===== src/rtl/wta_pkg.sv =====
package wta_pkg;
  // Selector for the training target.
  typedef enum logic {
    TGT_XFORM = 1'b0,
    TGT_CTRL  = 1'b1
  } tgt_sel_e;
endpackage


===== src/rtl/wta_argmin.sv =====
// Lowest-index minimum search over WAYS signed lanes.
module wta_argmin #(
  parameter int WAYS = 4,
  parameter int DW   = 8,
  localparam int IW  = (WAYS > 1) ? $clog2(WAYS) : 1
) (
  input  logic [WAYS*DW-1:0] resp,
  output logic [IW-1:0]      idx
);
  logic signed [DW-1:0] best;

  always_comb begin
    best = $signed(resp[DW-1:0]);
    idx  = '0;
    for (int i = 1; i < WAYS; i++) begin
      // Strict compare keeps the earlier lane on equal values.
      if ($signed(resp[i*DW +: DW]) < best) begin
        best = $signed(resp[i*DW +: DW]);
        idx  = IW'(i);
      end
    end
  end
endmodule


===== src/rtl/wta_bipolar.sv =====
// Expands a way index into a saturated bipolar vector.
module wta_bipolar #(
  parameter int WAYS = 4,
  parameter int DW   = 8,
  parameter int FRAC = 6,
  localparam int IW  = (WAYS > 1) ? $clog2(WAYS) : 1
) (
  input  logic [IW-1:0]      hot,
  output logic [WAYS*DW-1:0] vec
);
  localparam logic signed [DW-1:0] LVL_HI = DW'(1 << FRAC);
  localparam logic signed [DW-1:0] LVL_LO = -LVL_HI;

  for (genvar g = 0; g < WAYS; g++) begin : g_lane
    assign vec[g*DW +: DW] = (hot == IW'(g)) ? LVL_HI : LVL_LO;
  end
endmodule


===== src/rtl/wta_error.sv =====
// Per-lane target minus response, one bit wider than the inputs.
module wta_error #(
  parameter int WAYS = 4,
  parameter int DW   = 8
) (
  input  logic [WAYS*DW-1:0]     tgt,
  input  logic [WAYS*DW-1:0]     resp,
  output logic [WAYS*(DW+1)-1:0] err
);
  for (genvar g = 0; g < WAYS; g++) begin : g_lane
    logic signed [DW:0] t_ext;
    logic signed [DW:0] r_ext;
    assign t_ext = {tgt[g*DW+DW-1],  tgt[g*DW +: DW]};
    assign r_ext = {resp[g*DW+DW-1], resp[g*DW +: DW]};
    assign err[g*(DW+1) +: DW+1] = t_ext - r_ext;
  end
endmodule


===== src/rtl/wta_victim_select.sv =====
module wta_victim_select
  import wta_pkg::*;
#(
  parameter int WAYS = 4,
  parameter int DW   = 8,
  parameter int FRAC = 6,
  localparam int IW  = (WAYS > 1) ? $clog2(WAYS) : 1,
  localparam int EW  = DW + 1
) (
  input  logic                 clk,
  input  logic                 rst,
  input  logic                 in_valid,
  input  logic [WAYS*DW-1:0]   resp,
  input  logic                 hit,
  input  logic                 empty,
  input  logic [IW-1:0]        tgt_way,
  output logic                 out_valid,
  output logic [IW-1:0]        victim,
  output logic [WAYS*DW-1:0]   xform,
  output logic [WAYS*EW-1:0]   err
);
  localparam logic signed [DW-1:0] LVL_HI = DW'(1 << FRAC);
  localparam logic signed [DW-1:0] LVL_LO = -LVL_HI;

  logic [IW-1:0]      min_idx;
  logic [WAYS*DW-1:0] xf_vec;
  logic [WAYS*DW-1:0] ctl_vec;
  logic [WAYS*DW-1:0] tgt_vec;
  logic [WAYS*EW-1:0] err_vec;
  tgt_sel_e           tsel;

  wta_argmin #(.WAYS(WAYS), .DW(DW)) u_min (
    .resp (resp),
    .idx  (min_idx)
  );

  wta_bipolar #(.WAYS(WAYS), .DW(DW), .FRAC(FRAC)) u_xf (
    .hot (min_idx),
    .vec (xf_vec)
  );

  wta_bipolar #(.WAYS(WAYS), .DW(DW), .FRAC(FRAC)) u_ctl (
    .hot (tgt_way),
    .vec (ctl_vec)
  );

  assign tsel    = (hit || empty) ? TGT_CTRL : TGT_XFORM;
  assign tgt_vec = (tsel == TGT_CTRL) ? ctl_vec : xf_vec;

  wta_error #(.WAYS(WAYS), .DW(DW)) u_err (
    .tgt  (tgt_vec),
    .resp (resp),
    .err  (err_vec)
  );

  always_ff @(posedge clk) begin
    if (rst) begin
      out_valid <= 1'b0;
      victim    <= '0;
      xform     <= '0;
      err       <= '0;
    end else begin
      out_valid <= in_valid;
      if (in_valid) begin
        victim <= min_idx;
        xform  <= xf_vec;
        err    <= err_vec;
      end
    end
  end

  // Valid timing.
  AST_VALID_RISE: assert property (@(posedge clk) disable iff (rst)
    in_valid |=> out_valid);
  AST_VALID_IDLE: assert property (@(posedge clk) disable iff (rst)
    !in_valid |=> (!out_valid && $stable(victim) && $stable(xform) && $stable(err)));

  // Victim lane is the single high lane.
  AST_ONE_HIGH: assert property (@(posedge clk) disable iff (rst)
    out_valid |-> ($signed(xform[victim*DW +: DW]) == LVL_HI));

  for (genvar g = 0; g < WAYS; g++) begin : g_chk
    // The selected lane is no larger than any other lane; ties go low.
    AST_MIN_BOUND: assert property (@(posedge clk) disable iff (rst)
      in_valid |-> ($signed(resp[g*DW +: DW]) >= $signed(resp[min_idx*DW +: DW])));
    AST_TIE_LOW: assert property (@(posedge clk) disable iff (rst)
      (in_valid && (resp[g*DW +: DW] == resp[min_idx*DW +: DW])) |-> (IW'(g) >= min_idx));
    // Bipolar lanes only.
    AST_LANE_LEVEL: assert property (@(posedge clk) disable iff (rst)
      out_valid |-> (($signed(xform[g*DW +: DW]) == LVL_HI) ==
                     (victim == IW'(g))));
    // Error plus registered response recovers the chosen target lane.
    AST_ERR_MISS: assert property (@(posedge clk) disable iff (rst)
      (out_valid && !$past(hit) && !$past(empty)) |->
        ($signed(err[g*EW +: EW]) + $signed({$past(resp[g*DW+DW-1]), $past(resp[g*DW +: DW])})
         == $signed({xform[g*DW+DW-1], xform[g*DW +: DW]})));
    AST_ERR_CTRL: assert property (@(posedge clk) disable iff (rst)
      (out_valid && ($past(hit) || $past(empty))) |->
        ($signed(err[g*EW +: EW]) + $signed({$past(resp[g*DW+DW-1]), $past(resp[g*DW +: DW])})
         == (($past(tgt_way) == IW'(g)) ? EW'(LVL_HI) : EW'(LVL_LO))));
  end
endmodule


===== config.mk =====
export PLATFORM = sky130hd
export DESIGN_NAME = wta_victim_select
export DESIGN_NICKNAME = d
export VERILOG_FILES = /design/src/rtl/wta_pkg.sv /design/src/rtl/wta_argmin.sv /design/src/rtl/wta_bipolar.sv /design/src/rtl/wta_error.sv /design/src/rtl/wta_victim_select.sv
export SDC_FILE = /design/constraint.sdc
export NUM_CORES = 1
export LEC_CHECK = 0
export ABC_AREA = 1
export CAP_MARGIN = 20
export CORE_MARGIN = 2
export CORE_UTILIZATION = 30
export CTS_BUF_LIST = sky130_fd_sc_hd__clkbuf_2
export CTS_CLUSTER_SIZE = 8
export DETAILED_ROUTE_END_ITERATION = 10
export PLACE_DENSITY = 0.67
export SLEW_MARGIN = 20
export SYNTH_ARGS = -nofsm -noshare
export SYNTH_HDL_FRONTEND = slang
export SYNTH_SLANG_ARGS = --single-unit

===== constraint.sdc =====
create_clock -name clk -period 5.9 [get_ports clk]
set_input_delay 0.59 -clock clk [delete_from_list [all_inputs] [get_ports clk]]
set_output_delay 0.59 -clock clk [all_outputs]
set_load 0.02 [all_outputs]

==> run summary <==
vias in the first global route = 3,205
Resized Gates After CTS = 0
worst setup margin = 497 ps
initial core utilization = 30.9%
dpl cell area = 0.00412 mm2
Die ar. = 0.0115 mm2
wirelength, routed = 8.92 mm
final instance area = 0.00417 mm2
Detailed Place HPWL = 7.04 mm
commonest non-fill, non-tap cell in the layout = clkdlybuf4s50_1
Slew Viols, Final = 0
main area contributors after synthesis = dfxtp_1 27%, ha_1 11%, o21ai_0 8.9%
switching power total = 375 uW
most frequent cells in the layout = 84 x clkdlybuf4s50_1, 71 x nor2_1, 67 x inv_1, 67 x nand2_1, 53 x o21ai_0
final setup violation count = 0
core area = 0.0104 mm2
Worst Setup Start Kind = input port
pre-CTS setup slack = -363 ps
worst-margin pin slew = 790 ps
met2 GRT Util = 26.6%
YS warnings = 0
Syn Inst Count = 475
standard-cell rows = 37
remaining antenna violation count after routing = 0
initial antenna violation count = 0
fmax = 185 MHz
multi-input logic area = 0.00189 mm2
post-synth top area share = 27.4%
Final Wtd Congestion = 0.870
CP endpoint kind = register
CP max-delay cell = clkdlybuf4s50_1
Max VDD drop = 0.0939 mV
Post-synth ARST share = 0%
post-synthesis sequential area ratio = 27.4%
CTS tree = done
MaxCap Viol Count = 0
critical path type = in -> reg
Area Growth Syn to Fin = 30.1%
CTS root buf = clkbuf_2
grt met1 use = 19.6%
maximum fanout along the worst path = 9
Port-buffer cells = 85
sequential power share = 37.6%
library cells used by synthesis = 31
WP data required = 6220 ps
GR Util met3 = 4.60%
delay of the slowest critical-path stage = 490 ps
min Tclk post-route = 5400 ps
Critical Path Most Common Cell = nand2_1
hold-fix buffers at CTS = 0
Yosys top cell by area = dfxtp_1
drt via density = 4.56
Final Power = 902 uW
Min-Delay Path Class = reg -> reg
EDFF count, synth = 0
# clock sinks = 44
Power Density = 216 mW/mm2
Finished Layout Cells = 695
Slew HR = 47.0%
cell area after synthesis = 0.00321 mm2
Comb power frac = 47.7%
Antenna diodes = 0
Setup Fix Bufs, Post-CTS = 0
ratio of cells with drive above 1 in the final layout = 6.62%
mean routed wirelength per cell = 12.8 um
RSZ-0062 raised after global routing = no
CTS Buf Count = 5
Top FF cell, synth = dfxtp_1
number of filler cells placed in the layout = 1,067
largest net degree at the start of global routing = 60
placed cell count = 687
switch share = 41.6%
Reg clk slew, reported paths = 220 ps
Pre-antenna DRT Iters = 4
internal power = 527 uW
Register Area = 881 um2
Leak Pwr = 2.02 nW
Die Wd = 107 um
period utilization = 91.6%
first-pass GRT wire length = 14.8 mm
Total Routing Usage GR = 15.9%
1st-iter DRT viols = 145
GR Overflow Total = 0
Avg Inst Size Synth = 6.76 um2
Max Root-Sink Buffers = 2
worst skew pair latency = 390 ps
H-tree depth reported by CTS = 2
final hold violations = 0
residual DRC count = 0
IO Count = 110
Critical Path AT = 5730 ps
worst clock skew = 0 ps
#FFs+latches synth = 44
fin nets = 626
status = complete, no violations
Chip Height = 107 um
number of vias in the routed layout = 3,171
clock power share = 14.6%
most used routing layer = met2
## sequential cells by signal, summed over array words and instances, names as in the netlist
name and count:
out_valid 1, xform 5, victim 2, err 36
## kinds of logic after synthesis
logic type	count (synthesis)	synth area share, %
fa+ha+maj	29	11.3
flops	44	27.4
other cells	1	0.117
buf+inv	113	16.6
compound gates	95	16.1
simple gates	175	23.5
xor+xnor	18	4.91
## layer usage
metal	part of all wire (%)	up-vias
met1	44	1410
met5	0	-
li1	-	1645
met3	7.2	17
met4	1.8	0
met2	46	99
## final timing paths
kind	startpoint	end	slack (ps)	cells after the start
min reg2reg	err[8]$_SDFFE_PP0P_	err[8]$_SDFFE_PP0P_	490	2
max reg2reg	err[31]$_SDFFE_PP0P_	err[31]$_SDFFE_PP0P_	5180	4
max	resp[7]	err[8]$_SDFFE_PP0P_	500	34
min	err[8]$_SDFFE_PP0P_	err[8]$_SDFFE_PP0P_	490	2
## power by group through the flow
stage          logic, mW  clock network (mW)  registers [mW]
4_1_cts            0.423               0.138           0.340
2_1_floorplan      0.250                   0           0.377
3_3_place_gp       0.408                   0           0.345
3_5_place_dp       0.421                   0           0.346
5_1_grt            0.485               0.148           0.343
6_report           0.431               0.132           0.340
## stage by stage
stage | hold slack (ps) | TNS (ps) | util (%)
4_1_cts | 490 | 0 | 40.1
2_1_floorplan | 544 | 0 | -
3_5_place_dp | 464 | -1850 | 39.7
3_3_place_gp | 462 | 0 | 39.7
5_1_grt | 513 | 0 | 40.3
6_report | 488 | 0 | 40.3
## synth_stat cells, types with 5 or more instances
library cell  instances
nand2_2               5
nand3_1              13
xor2_1               12
dfxtp_1              44
nand3_2               6
inv_1                68
nand2_1              68
xnor2_1               6
clkbuf_1             12
ha_1                 29
buf_4                28
a21oi_1              24
o21ai_0              57
nor2_1               71
## critical path, delay by kind of cell
family	cells	cell delay [ps]
simple gates	15	1490
fa+ha+maj	4	1200
compound gates	8	1570
buf+inv	7	880
## area by class of cell
class | instances | area share (%)
clock buffer | 5 | 0.600
timing repair buffer | 95 | 22.1
tap | 136 | 4.08
sequential | 44 | 21.1
inverter | 71 | 6.44
clock inverter | 3 | 0.330
multi-input combinational | 341 | 45.4
(Power assumes the default switching activity.)
